[config.mk]
export PLATFORM = sky130hd
export DESIGN_NAME = sioCfgPort
export DESIGN_NICKNAME = d
export VERILOG_FILES = /design/src/rtl/sio_cfg_pkg.sv /design/src/rtl/sioCfgCtrl.sv /design/src/rtl/sioCfgRegs.sv /design/src/rtl/sioCfgPort.sv
export SDC_FILE = /design/constraint.sdc
export NUM_CORES = 1
export LEC_CHECK = 0
export BUFFER_PORTS_ARGS = -buffer_cell sky130_fd_sc_hd__buf_2
export CAP_MARGIN = 20
export CORE_MARGIN = 4
export CORE_UTILIZATION = 49
export CTS_CLUSTER_DIAMETER = 200
export DETAILED_ROUTE_END_ITERATION = 7
export GPL_TIMING_DRIVEN = 0
export PLACE_DENSITY_LB_ADDON = 0.12
export SYNTH_ARGS = -nofsm -noshare
export SYNTH_HDL_FRONTEND = slang
export SYNTH_SLANG_ARGS = --single-unit
[constraint.sdc]
create_clock -name clk -period 2.5 [get_ports clk]
set_input_delay 0.125 -clock clk [delete_from_list [all_inputs] [get_ports clk]]
set_output_delay 0.125 -clock clk [all_outputs]
set_load 0.1 [all_outputs]
[src/rtl/sio_cfg_pkg.sv]
package sio_cfg_pkg;

  localparam logic [7:0] IDX_LDN     = 8'h07;
  localparam logic [7:0] IDX_GLOBAL  = 8'h29;
  localparam logic [7:0] IDX_ACT     = 8'h30;
  localparam logic [7:0] IDX_BASE_HI = 8'h60;
  localparam logic [7:0] IDX_BASE_LO = 8'h61;

  localparam logic [7:0] KEY_OPEN_A  = 8'h80;
  localparam logic [7:0] KEY_OPEN_B  = 8'h86;
  localparam logic [7:0] KEY_CLOSE_A = 8'h68;
  localparam logic [7:0] KEY_CLOSE_B = 8'h08;

  localparam logic [1:0] PREDIV_RSVD = 2'b11;

  typedef enum logic [1:0] {
    KS_LOCKED     = 2'd0,
    KS_HALF_OPEN  = 2'd1,
    KS_OPEN       = 2'd2,
    KS_HALF_CLOSE = 2'd3
  } keyState_t;

  // Write strobes from control to datapath, at most one high per cycle
  typedef struct packed {
    logic       wrLdn;
    logic       wrAct;
    logic       wrBaseHi;
    logic       wrBaseLo;
    logic       wrGlobal;
    logic [7:0] wrData;
  } cfgStrobe_t;

endpackage

[src/rtl/sioCfgCtrl.sv]
module sioCfgCtrl
  import sio_cfg_pkg::*;
#(
  parameter int          ADDR_W    = 16,
  parameter logic [15:0] BASE_ADDR = 16'h004E
) (
  input  logic              clk,
  input  logic              rstN,
  input  logic              ioWr,
  input  logic              ioRd,
  input  logic [ADDR_W-1:0] ioAddr,
  input  logic [7:0]        ioWrData,
  output cfgStrobe_t        strb,
  output logic              unlocked,
  output logic [7:0]        idxReg,
  output logic              rdIdxPort,
  output logic              rdDataPort
);

  localparam logic [ADDR_W-1:0] IDX_PORT  = ADDR_W'(BASE_ADDR);
  localparam logic [ADDR_W-1:0] DATA_PORT = ADDR_W'(BASE_ADDR + 16'd1);

  keyState_t keyQ, keyD;
  logic hitIdx, hitData, idxWr, dataWr;

  assign hitIdx     = (ioAddr == IDX_PORT);
  assign hitData    = (ioAddr == DATA_PORT);
  assign idxWr      = ioWr && hitIdx;
  assign dataWr     = ioWr && hitData;
  assign rdIdxPort  = ioRd && hitIdx;
  assign rdDataPort = ioRd && hitData;
  assign unlocked   = (keyQ == KS_OPEN) || (keyQ == KS_HALF_CLOSE);

  always_comb begin
    keyD = keyQ;
    unique case (keyQ)
      KS_LOCKED: begin
        if (idxWr && ioWrData == KEY_OPEN_A) keyD = KS_HALF_OPEN;
      end
      KS_HALF_OPEN: begin
        if (idxWr) begin
          if (ioWrData == KEY_OPEN_B)      keyD = KS_OPEN;
          else if (ioWrData == KEY_OPEN_A) keyD = KS_HALF_OPEN;
          else                             keyD = KS_LOCKED;
        end else if (dataWr) begin
          keyD = KS_LOCKED;
        end
      end
      KS_OPEN: begin
        if (idxWr && ioWrData == KEY_CLOSE_A) keyD = KS_HALF_CLOSE;
      end
      KS_HALF_CLOSE: begin
        if (idxWr) begin
          if (ioWrData == KEY_CLOSE_B)      keyD = KS_LOCKED;
          else if (ioWrData == KEY_CLOSE_A) keyD = KS_HALF_CLOSE;
          else                              keyD = KS_OPEN;
        end else if (dataWr) begin
          keyD = KS_OPEN;
        end
      end
      default: keyD = KS_LOCKED;
    endcase
  end

  always_ff @(posedge clk) begin
    if (!rstN) begin
      keyQ   <= KS_LOCKED;
      idxReg <= 8'h00;
    end else begin
      keyQ <= keyD;
      if (idxWr && unlocked) idxReg <= ioWrData;
    end
  end

  always_comb begin
    strb        = '0;
    strb.wrData = ioWrData;
    if (dataWr && unlocked) begin
      unique case (idxReg)
        IDX_LDN:     strb.wrLdn    = 1'b1;
        IDX_ACT:     strb.wrAct    = 1'b1;
        IDX_BASE_HI: strb.wrBaseHi = 1'b1;
        IDX_BASE_LO: strb.wrBaseLo = 1'b1;
        IDX_GLOBAL:  strb.wrGlobal = 1'b1;
        default: ;
      endcase
    end
  end

  AST_UNLOCK_KEY: assert property (@(posedge clk) disable iff (!rstN)
    $rose(unlocked) |-> $past(idxWr && ioWrData == KEY_OPEN_B));
  AST_LOCK_KEY: assert property (@(posedge clk) disable iff (!rstN)
    $fell(unlocked) |-> $past(idxWr && ioWrData == KEY_CLOSE_B));
  AST_IDX_HELD_LOCKED: assert property (@(posedge clk) disable iff (!rstN)
    !unlocked |=> $stable(idxReg));
  AST_DATA_WR_DROPS_KEY: assert property (@(posedge clk) disable iff (!rstN)
    (dataWr && keyQ == KS_HALF_OPEN) |=> (keyQ == KS_LOCKED));

endmodule

[src/rtl/sioCfgRegs.sv]
module sioCfgRegs
  import sio_cfg_pkg::*;
#(
  parameter int NUM_DEV = 8
) (
  input  logic                  clk,
  input  logic                  rstN,
  input  cfgStrobe_t            strb,
  input  logic                  unlocked,
  input  logic [7:0]            idxReg,
  input  logic                  rdIdxPort,
  input  logic                  rdDataPort,
  output logic [7:0]            rdData,
  output logic [NUM_DEV-1:0]    devActive,
  output logic [16*NUM_DEV-1:0] devBase,
  output logic                  irqEnable,
  output logic [1:0]            clkPredivide
);

  localparam int LDN_W = (NUM_DEV > 1) ? $clog2(NUM_DEV) : 1;

  logic [7:0]       ldnReg;
  logic             ldnHit;
  logic [LDN_W-1:0] ldnIdx;
  logic [15:0]      baseArr [NUM_DEV];
  logic             irqQ;
  logic [1:0]       preQ;
  logic [7:0]       regValue;

  assign ldnHit = (int'(ldnReg) < NUM_DEV);
  assign ldnIdx = ldnReg[LDN_W-1:0];

  always_ff @(posedge clk) begin
    if (!rstN) begin
      ldnReg <= 8'h00;
      irqQ   <= 1'b0;
      preQ   <= 2'b00;
    end else begin
      if (strb.wrLdn) ldnReg <= strb.wrData;
      if (strb.wrGlobal) begin
        irqQ <= strb.wrData[0];
        if (strb.wrData[3:2] != PREDIV_RSVD) preQ <= strb.wrData[3:2];
      end
    end
  end

  for (genvar g = 0; g < NUM_DEV; g++) begin : gDev
    logic        actQ;
    logic [15:0] baseQ;
    logic        sel;

    assign sel = (ldnReg == 8'(g));

    always_ff @(posedge clk) begin
      if (!rstN) begin
        actQ  <= 1'b0;
        baseQ <= 16'h0000;
      end else if (sel) begin
        if (strb.wrAct)    actQ         <= strb.wrData[0];
        if (strb.wrBaseHi) baseQ[15:8]  <= strb.wrData;
        if (strb.wrBaseLo) baseQ[7:0]   <= strb.wrData;
      end
    end

    assign devActive[g]        = actQ;
    assign devBase[g*16 +: 16] = baseQ;
    assign baseArr[g]          = baseQ;
  end

  assign irqEnable    = irqQ;
  assign clkPredivide = preQ;

  always_comb begin
    regValue = 8'h00;
    unique case (idxReg)
      IDX_LDN:     regValue = ldnReg;
      IDX_ACT:     regValue = ldnHit ? {7'b0, devActive[ldnIdx]} : 8'h00;
      IDX_BASE_HI: regValue = ldnHit ? baseArr[ldnIdx][15:8] : 8'h00;
      IDX_BASE_LO: regValue = ldnHit ? baseArr[ldnIdx][7:0]  : 8'h00;
      IDX_GLOBAL:  regValue = {4'b0000, preQ, 1'b0, irqQ};
      default:     regValue = 8'h00;
    endcase
  end

  always_comb begin
    if (rdIdxPort)       rdData = unlocked ? idxReg : 8'hFF;
    else if (rdDataPort) rdData = unlocked ? regValue : 8'hFF;
    else                 rdData = 8'h00;
  end

  AST_PREDIV_LEGAL: assert property (@(posedge clk) disable iff (!rstN)
    clkPredivide != PREDIV_RSVD);
  AST_ONE_STROBE: assert property (@(posedge clk) disable iff (!rstN)
    $onehot0({strb.wrLdn, strb.wrAct, strb.wrBaseHi, strb.wrBaseLo, strb.wrGlobal}));
  AST_LOCKED_HOLD: assert property (@(posedge clk) disable iff (!rstN)
    !unlocked |=> ($stable(ldnReg) && $stable(devActive) && $stable(devBase)
                   && $stable(irqEnable) && $stable(clkPredivide)));
  AST_OUT_OF_RANGE_HOLD: assert property (@(posedge clk) disable iff (!rstN)
    !ldnHit |=> ($stable(devActive) && $stable(devBase)));
  AST_GLOBAL_ONLY_ON_WRITE: assert property (@(posedge clk) disable iff (!rstN)
    !strb.wrGlobal |=> ($stable(irqEnable) && $stable(clkPredivide)));

endmodule

[src/rtl/sioCfgPort.sv]
module sioCfgPort
  import sio_cfg_pkg::*;
#(
  parameter logic [15:0] BASE_ADDR = 16'h004E,
  parameter int          NUM_DEV   = 8
) (
  input  logic                  clk,
  input  logic                  rstN,
  input  logic                  ioWr,
  input  logic                  ioRd,
  input  logic [15:0]           ioAddr,
  input  logic [7:0]            ioWrData,
  output logic [7:0]            ioRdData,
  output logic                  cfgOpen,
  output logic [NUM_DEV-1:0]    devActive,
  output logic [16*NUM_DEV-1:0] devBase,
  output logic                  irqEnable,
  output logic [1:0]            clkPredivide
);

  cfgStrobe_t strb;
  logic       unlocked;
  logic [7:0] idxReg;
  logic       rdIdxPort, rdDataPort;

  sioCfgCtrl #(.ADDR_W(16), .BASE_ADDR(BASE_ADDR)) u_ctrl (
    .clk(clk), .rstN(rstN), .ioWr(ioWr), .ioRd(ioRd), .ioAddr(ioAddr),
    .ioWrData(ioWrData), .strb(strb), .unlocked(unlocked), .idxReg(idxReg),
    .rdIdxPort(rdIdxPort), .rdDataPort(rdDataPort)
  );

  sioCfgRegs #(.NUM_DEV(NUM_DEV)) u_regs (
    .clk(clk), .rstN(rstN), .strb(strb), .unlocked(unlocked), .idxReg(idxReg),
    .rdIdxPort(rdIdxPort), .rdDataPort(rdDataPort), .rdData(ioRdData),
    .devActive(devActive), .devBase(devBase), .irqEnable(irqEnable),
    .clkPredivide(clkPredivide)
  );

  assign cfgOpen = unlocked;

endmodule

==> results_dict.tcl, run 1 <==
set metrics [dict create \
    outcome "finished, violations left" \
    violations "negative setup slack" \
    postSynthAreaPerCell_sq_um 10.3 \
    synth_compound_area_frac 0.0461 \
    p_per_area_mw_per_mm2 533 \
    worstPathMaxFanout 8 \
    setup_ws_ns -0.137 \
    cts_tree "done" \
    clkLatencyLatePin_ns 0.43 \
    grt_use_total 0.325 \
    clk_pin_slew_ns 0.06 \
    portBuffers 175 \
    synth.area.top_cells "dfxtp_1, mux2i_1, mux4_2" \
    startpoint_type "register" \
    hold_end "u_regs.ldnReg[1]" \
    final.setup.tns_ns -5.63 \
    grt_pass1_wl_mm 41.2 \
    io_pins 176 \
    skew_ns 0.00900 \
    end_kind "register" \
    ys_seq_elements 157 \
    ys_top_cells_by_count "mux2i_1, dfxtp_1, nand2_1, clkbuf_1, mux4_2" \
    synth-seq-area-share 0.425 \
    synth_cell_types 48 \
    min_period_ns 2.64 \
    crit_family "simple AND/OR/NAND/NOR gates" \
    cts.hold.buffers_added 0 \
    regToRegSetupSlack_ns -0.14 \
    coreArea_sq_mm 0.0146 \
    n_fill_cell 1136 \
    cpMostUsedCell "or3_4" \
    synth_top_family_by_area "multiplexers" \
    grt_antenna_before_repair 0 \
    ir_drop_v 0.000469 \
    cellLeakagePower_nw 3.87 \
    arrival_ns 2.91 \
    grt_most_used_layer "met2" \
    gp_congestion 0.983 \
    syn2layout_area_growth_pct 36.9 \
    synth_adder_area_share 0 \
    placed_cell_area_sq_mm 0.00862 \
    start_util 0.505 \
    hpwl_mm 19.2 \
    cts_buffers 17 \
    seq_area_sq_mm 0.00315 \
    yosys.area_share.xor_xnor 0 \
    viasPerCell 6.13 \
    drt_iter0_drc 588 \
    synth-simple-area-share 0.162 \
    finalSetupViolations 124 \
    mappedNetlistArea_sq_mm 0.00739 \
    tightest_slew_ns 0.970 \
    synth.most_common_cell "mux2i_1" \
    grt_pass1_vias 7046 \
    rsz0062_at_grt "true" \
    synth_top_cell_area_share 0.425 \
    hold_viol 0 \
    ctsLongestPathBuffers 2 \
    placementRows 44 \
    drc 0 \
    worstPathRequired_ns 2.77 \
    use_met3 0.0720 \
    die_h_um 131 \
    crit_chain "or3_4 -> or4b_4 -> or3_4 -> or4_4 -> buf_12 -> mux2i_1" \
    synth_top_area_cell "dfxtp_1" \
    overflow 0 \
    final_core_util 0.691 \
    min_path_cells 3 \
    met2_usage 0.544 \
    synth_edf_count 0 \
    clockRootBuffer "clkbuf_16" \
    grt_start_max_net_pins 17 \
    diodes 0 \
    drive_above_1_share 0.380 \
    clkSinkCount 157 \
    hold_class "in -> reg" \
    use_met1 0.402 \
    drv_cap 0 \
    maxSlewViolCount 0 \
    holdCritStartpoint "ioWrData[1]" \
    worst_path_max_delay_cell "or4b_4" \
    yosys_warnings 0 \
    relSlewSlack 0.350 \
    firstDrtPassIters 5 \
    crit_type "reg -> reg" \
    ys.flop_type "dfxtp_1" \
    slowest_delay_ns 0.59 \
    final_area_sq_mm 0.0101 \
    final_nets 963 \
    regToRegStartpoint "u_ctrl.idxReg[2]" \
    fmax_mhz 379 \
    r2r-end "u_regs.gDev[6].baseQ[12]" \
    multi_input_area_sq_mm 0.00431 \
    reg2regPathDepth 6 \
    dieArea_sq_mm 0.0171 \
    fin_crit_sh 1.05 \
    muxShareOfSynthArea 0.324 \
    h-tree-depth 4 \
    ant_nets 0 \
    postSynthCellCount 718 \
    die_x_um 131 \
    synth-async-reset-ratio 0 \
    num_vias 6913 \
    routedWlPerCell_um 24.8 \
    wl_mm 28.0 \
    crit_buf_inv 1 \
    syn_nets 746 \
]
[where the power goes]
part	leakage (nW)	internal (mW)	switching, mW
Clock	0.295	1.70	1.00
Combinational	2.30	0.0411	0.142
Sequential	1.27	2.50	0.000000000726
Total	3.87	4.24	1.15
[tightest hold or removal path, cell delays in order]
cell and delay, ns:
buf_2 0.14, mux2i_1 0.09, nor2b_1 0.10
[layout make-up]
cell class,count,share of cell area
Timing Repair Buffer,205,0.145
Multi-Input combinational cell,497,0.426
Sequential cell,157,0.312
Clock inverter,7,0.0137
Inverter,5,0.00186
Tap cell,184,0.0228
Clock buffer,21,0.0455
Buffer,52,0.0336
[routing by layer]
metal | share of wire | wire [um] | vias to the layer above
met3 | 0.092 | 2580 | 98
met5 | 0 | 0 | -
met2 | 0.48 | 13500 | 443
met4 | 0.047 | 1320 | 0
li1 | - | - | 2994
met1 | 0.38 | 10600 | 3378
[flip-flops by register name (all words and copies together) (netlist names)]
signal and cells:
u_regs.gDev.baseQ 128, u_ctrl.idxReg 8, u_regs.gDev.actQ 8, u_regs.ldnReg 8, u_ctrl.keyQ 2, u_regs.clkPredivide 2
u_regs.irqEnable 1
[cell families after synthesis]
family,count (synthesis)
and+or+nand+nor,245
muxes,197
DFF,157
buffers and inverters,66
AOI/OAI and AO/OA,53
[metrics by stage]
stage	total power, mW	setup WS [ns]	hold slack (ns)	cells
6_report	5.39	-0.137	0.0759	1128
5_1_grt	5.53	-0.176	0.0757	1128
4_1_cts	5.38	-0.136	0.0636	1128
3_5_place_dp	2.73	-1.04	0.457	1077
3_3_place_gp	2.73	-0.973	0.453	1077
2_1_floorplan	2.64	-0.109	0.291	718
[worst max path at each step]
stage / start / end / slack (ns) / depth (start not counted)
5_1_grt: u_ctrl.idxReg[2] / ioRdData[0] / -0.18 / 6
4_1_cts: u_ctrl.idxReg[2] / u_regs.gDev[6].baseQ[3] / -0.14 / 7
3_3_place_gp: u_regs.ldnReg[1] / ioRdData[1] / -0.97 / 9
2_1_floorplan: u_ctrl.idxReg[2] / u_regs.gDev[6].baseQ[10] / -0.11 / 8
6_report: u_ctrl.idxReg[2] / u_regs.gDev[6].baseQ[12] / -0.14 / 6
3_5_place_dp: u_regs.ldnReg[1] / ioRdData[1] / -1.04 / 9
[repair_timing]
item / 4_1_cts / 5_1_grt
cloned: 2 / 0
gates resized for setup: 107 / 25
pin swaps: 22 / 6
endpoints found under the hold margin: 0 / 0
endpoints found under the setup margin: 139 / 152
setup buffers: 28 / 2
[cells in the final DEF, fill, tap and decap left out, types with 5 or more instances in the layout]
| cell type | instances |
|---|---|
| nor2b_1 | 18 |
| nand2_1 | 145 |
| buf_6 | 9 |
| buf_2 | 169 |
| clkbuf_16 | 18 |
| dfxtp_2 | 7 |
| inv_1 | 5 |
| mux4_2 | 34 |
| buf_4 | 13 |
| nor4b_1 | 5 |
| o22ai_2 | 6 |
| a21oi_4 | 5 |
| buf_12 | 27 |
| nor2_1 | 8 |
| o211ai_1 | 7 |
| or4_4 | 5 |
| o31ai_1 | 8 |
| dfxtp_1 | 150 |
| a21oi_1 | 5 |
| clkbuf_1 | 33 |
| o21ai_0 | 10 |
| mux2i_1 | 157 |
| nor2_4 | 15 |
| nand2_2 | 6 |
Note: power is estimated with default switching activity, not from simulation.
==> run 2: changes to the inputs <==
Settings changed: CELL_PAD_IN_SITES_DETAIL_PLACEMENT set to 2, CELL_PAD_IN_SITES_GLOBAL_PLACEMENT set to 2, CORE_UTILIZATION 49 to 30.
==> results_dict.tcl, run 2 (synthesized netlist as in run 1, its figures left out) <==
set metrics [dict create \
    drc 0 \
    ir_drop_v 0.000391 \
    clkSinkCount 157 \
    layout_commonest_cell "buf_2" \
    cts.hold.buffers_added 0 \
    maxSlewViolCount 0 \
    end_kind "output port" \
    ant_nets 0 \
    grt_use_total 0.250 \
    reg2regPathDepth 6 \
    clk_pin_slew_ns 0.07 \
    placed_cell_area_sq_mm 0.00879 \
    arrival_ns 2.60 \
    worst_path_max_delay_cell "or4_4" \
    final.setup.tns_ns -7.24 \
    clockRootBuffer "clkbuf_16" \
    regMostFlops "u_regs.gDev.baseQ" \
    crit_chain "or3_4 -> or4_4 -> buf_4 -> o22ai_4 -> nand2_2 -> a21oi_4 -> buf_12" \
    crit_type "reg -> out" \
    skew_ns 0.0145 \
    overflow 0 \
    num_vias 6717 \
    grt_antenna_before_repair 0 \
    wl_mm 33.8 \
    worstPathMaxFanout 7 \
    finalSetupViolations 72 \
    setup_ws_ns -0.223 \
    firstDrtPassIters 4 \
    die_x_um 165 \
    drv_cap 0 \
    fin_crit_sh 1.09 \
    ctsLongestPathBuffers 2 \
    fmax_mhz 367 \
    grt_pass1_wl_mm 49.9 \
    final_area_sq_mm 0.0104 \
    placementRows 57 \
    dieArea_sq_mm 0.0272 \
    relSlewSlack 0.446 \
    layout_common_cells "buf_2, mux2i_1, dfxtp_1, nand2_1, mux4_2" \
    portBuffers 175 \
    drive_above_1_share 0.398 \
    worstPathRequired_ns 2.38 \
    largest_register_ffs 128 \
    min_period_ns 2.72 \
    p_per_area_mw_per_mm2 501 \
    cellLeakagePower_nw 3.93 \
    clkLatencyLatePin_ns 0.44 \
    final_nets 972 \
    startpoint_type "register" \
    multi_input_area_sq_mm 0.00435 \
    gp_congestion 0.838 \
    viasPerCell 5.24 \
    hpwl_mm 24.1 \
    cts_buffers 17 \
    outcome "finished, violations left" \
    tightest_slew_ns 0.828 \
    fin_total_pwr_mw 5.21 \
    die_h_um 165 \
    violations "negative setup slack" \
    h-tree-depth 4 \
    seq_area_sq_mm 0.00315 \
    fin_hold_ws_ns 0.0838 \
    hold_class "in -> reg" \
    diodes 0 \
    cts_tree "done" \
    slowest_delay_ns 0.53 \
    grt_start_max_net_pins 17 \
    start_util 0.305 \
    drt_iter0_drc 335 \
    min_path_cells 3 \
    grt_pass1_vias 7555 \
    n_fill_cell 2531 \
    syn2layout_area_growth_pct 40.7 \
    rsz0062_at_grt "true" \
    routedWlPerCell_um 26.4 \
    hold_viol 0 \
    coreArea_sq_mm 0.0242 \
    io_pins 176 \
    final_core_util 0.429 \
]
-- run 2: cell types whose count changed in the layout (fill, tap and decap cells not counted), moves of 3 or more --
cell       previous run  this run
buf_6                 9        15
inv_6                 1         6
mux2i_1             157       152
mux2i_2               4         9
buf_4                13        17
bufinv_16             4         0
clkbuf_1             33        30
clkbuf_8              3         0
clkinv_4              0         3
-- run 2: worst max-delay path: cells and delay by family (launching register included) --
family,cells,cell delay (ns)
AOI/OAI and AO/OA,2,0.40
DFF,1,0.33
buffers and inverters,2,0.39
and+or+nand+nor,3,1.04
-- run 2: path summary, 6_finish.rpt --
check	to	slack, ns	from
worst max-delay path	ioRdData[1]	-0.22	u_ctrl.idxReg[2]
worst min-delay path	u_ctrl.idxReg[6]	0.08	ioWrData[6]
worst max register to register	u_regs.gDev[6].baseQ[8]	-0.20	u_ctrl.idxReg[2]
worst min register to register	u_regs.gDev[4].baseQ[14]	0.48	u_regs.gDev[4].baseQ[14]
-- run 2: layer usage --
layer	wire length (um)	part of all wire	track usage	up-vias
li1	-	-	-	3006
met1	14300	0.42	0.308	3459
met2	17200	0.51	0.439	201
met3	1410	0.042	0.0467	51
met4	949	0.028	0.0847	0
met5	0	0	0	-
-- run 2: through the flow --
stage	setup slack (ns)	instances
2_1_floorplan	-0.109	718
3_3_place_gp	-1.19	1217
3_5_place_dp	-1.19	1217
4_1_cts	-0.258	1273
5_1_grt	-0.255	1281
6_report	-0.223	1281
-- run 2: final cells by class --
cell class | count | area share
multi-input cells | 496 | 0.418
repair buffers | 215 | 0.151
clock buffers | 17 | 0.0409
clock inverters | 15 | 0.0122
plain buffers | 52 | 0.0339
well taps | 324 | 0.0390
flip-flops and latches | 157 | 0.303
inverters | 5 | 0.00180
-- run 2: where the power goes --
part / internal (mW) / switching (mW) / total [mW]
Combinational: 0.0413 / 0.151 / 0.192
Clock: 1.30 / 1.21 / 2.52
Sequential: 2.50 / 0.000000000535 / 2.50
Total: 3.84 / 1.36 / 5.21
-- run 2: timing repair --
action / 4_1_cts / 5_1_grt
buffers inserted: 32 / 8
gates resized for setup: 118 / 27
pin swaps: 30 / 11
endpoints found under the setup margin: 150 / 110
cloned: 1 / 0
==> run 3: changes to the inputs <==
Settings changed: CORE_UTILIZATION 30 to 33.
Clock period 2.5 ns to 2.7 ns, I/O delays scaled along.
==> results_dict.tcl, run 3 (synthesized netlist as in run 1, its figures left out) <==
set metrics [dict create \
    die_x_um 158 \
    skew_ns 0.0102 \
    use_met3 0.0342 \
    use_met1 0.341 \
    routedWlPerCell_um 27.8 \
    regMostFlops "u_regs.gDev.baseQ" \
    relSlewSlack 0.406 \
    firstDrtPassIters 5 \
    finalSetupViolations 15 \
    fin_hold_ws_ns 0.0711 \
    grt_most_used_layer "met2" \
    worstPathMaxFanout 8 \
    grt_pass1_vias 7498 \
    cts_buffers 17 \
    layout_common_cells "buf_2, mux2i_1, dfxtp_1, nand2_1, mux4_2" \
    portBuffers 175 \
    h-tree-depth 4 \
    syn2layout_area_growth_pct 35.1 \
    holdCritStartpoint "ioWrData[7]" \
    wl_mm 33.8 \
    outcome "finished, violations left" \
    placed_cell_area_sq_mm 0.00871 \
    cellLeakagePower_nw 3.77 \
    p_per_area_mw_per_mm2 504 \
    ir_drop_v 0.000420 \
    setup_ws_ns -0.0760 \
    crit_type "reg -> reg" \
    ant_nets 0 \
    dieArea_sq_mm 0.0249 \
    fmax_mhz 360 \
    regToRegStartpoint "u_ctrl.idxReg[2]" \
    gp_congestion 0.831 \
    rsz0062_at_grt "true" \
    final_area_sq_mm 0.00999 \
    overflow 0 \
    final_nets 954 \
    hold_class "in -> reg" \
    start_util 0.337 \
    drc 0 \
    viasPerCell 5.55 \
    min_period_ns 2.78 \
    clk_pin_slew_ns 0.07 \
    fin_crit_sh 1.03 \
    diodes 0 \
    startpoint_type "register" \
    arrival_ns 3.05 \
    grt_start_max_net_pins 17 \
    num_vias 6757 \
    tightest_slew_ns 0.891 \
    drv_cap 0 \
    dp_slack_ns -1.27 \
    hold_viol 0 \
    met2_usage 0.474 \
    drt_iter0_drc 367 \
    hpwl_mm 24.1 \
    worstPathRequired_ns 2.98 \
    maxSlewViolCount 0 \
    crit_start "u_ctrl.idxReg[2]" \
    io_pins 176 \
    grt_pass1_wl_mm 49.4 \
    clockRootBuffer "clkbuf_16" \
    clkLatencyLatePin_ns 0.44 \
    ctsLongestPathBuffers 2 \
    grt_use_total 0.271 \
    drive_above_1_share 0.370 \
    placementRows 54 \
    layout_commonest_cell "buf_2" \
    cts_tree "done" \
    coreArea_sq_mm 0.0220 \
    final.setup.tns_ns -0.563 \
    n_fill_cell 2262 \
    violations "negative setup slack" \
    largest_register_ffs 128 \
    clkSinkCount 157 \
    end_kind "register" \
    die_h_um 158 \
    grt_antenna_before_repair 0 \
]
-- run 3: cell type report --
cell class | count | area [sq um] | area share
Clock buffer | 21 | 460 | 0.0461
Sequential cell | 157 | 3150 | 0.316
Timing Repair Buffer | 196 | 1260 | 0.126
Clock inverter | 10 | 140 | 0.0140
Multi-Input combinational cell | 495 | 4260 | 0.427
Inverter | 5 | 18.8 | 0.00188
Tap cell | 280 | 350 | 0.0351
Buffer | 54 | 343 | 0.0343
-- run 3: critical path, stage by stage, from the launching register on --
cell and delay, ns:
dfxtp_2 0.33, or3_4 0.40, or4_4 0.44, buf_8 0.15, or3_4 0.39, buf_12 0.16, or4_4 0.43, buf_12 0.17
mux2i_1 0.13
-- run 3: metrics by stage --
stage	utilization	total power, mW	instances
floorplan	-	2.44	718
detailed placement	0.397	2.54	1173
global route	0.455	5.17	1218
global placement	0.397	2.54	1173
CTS	0.446	5.06	1213
finish	0.455	5.03	1218
-- run 3: timing repair --
| item | CTS | global route |
|---|---|---|
| pin swaps | 13 | 19 |
| hold buffers | 0 | 0 |
| cloned | 1 | 0 |
| endpoints found under the setup margin | 143 | 60 |
| gates resized for setup | 104 | 29 |
| setup buffers | 13 | 7 |
-- run 3: worst paths after layout --
path | slack (ns) | end | depth (start not counted)
setup reg to reg | -0.08 | u_regs.gDev[6].baseQ[3] | 8
setup / recovery | -0.08 | u_regs.gDev[6].baseQ[3] | 8
hold reg to reg | 0.48 | u_regs.gDev[3].baseQ[12] | 2
hold / removal | 0.07 | u_regs.ldnReg[7] | 3
-- run 3: per-layer routing --
metal  vias up  part of all wire
li1       2960                 -
met1      3524              0.42
met2       225              0.51
met3        48             0.042
met4         0             0.026
met5         -                 0
-- run 3: where the power goes --
group          internal (mW)  switching (mW)  total [mW]
sequential              2.31  0.000000000554        2.31
clock                   1.50            1.04        2.54
combinational         0.0380           0.143       0.181
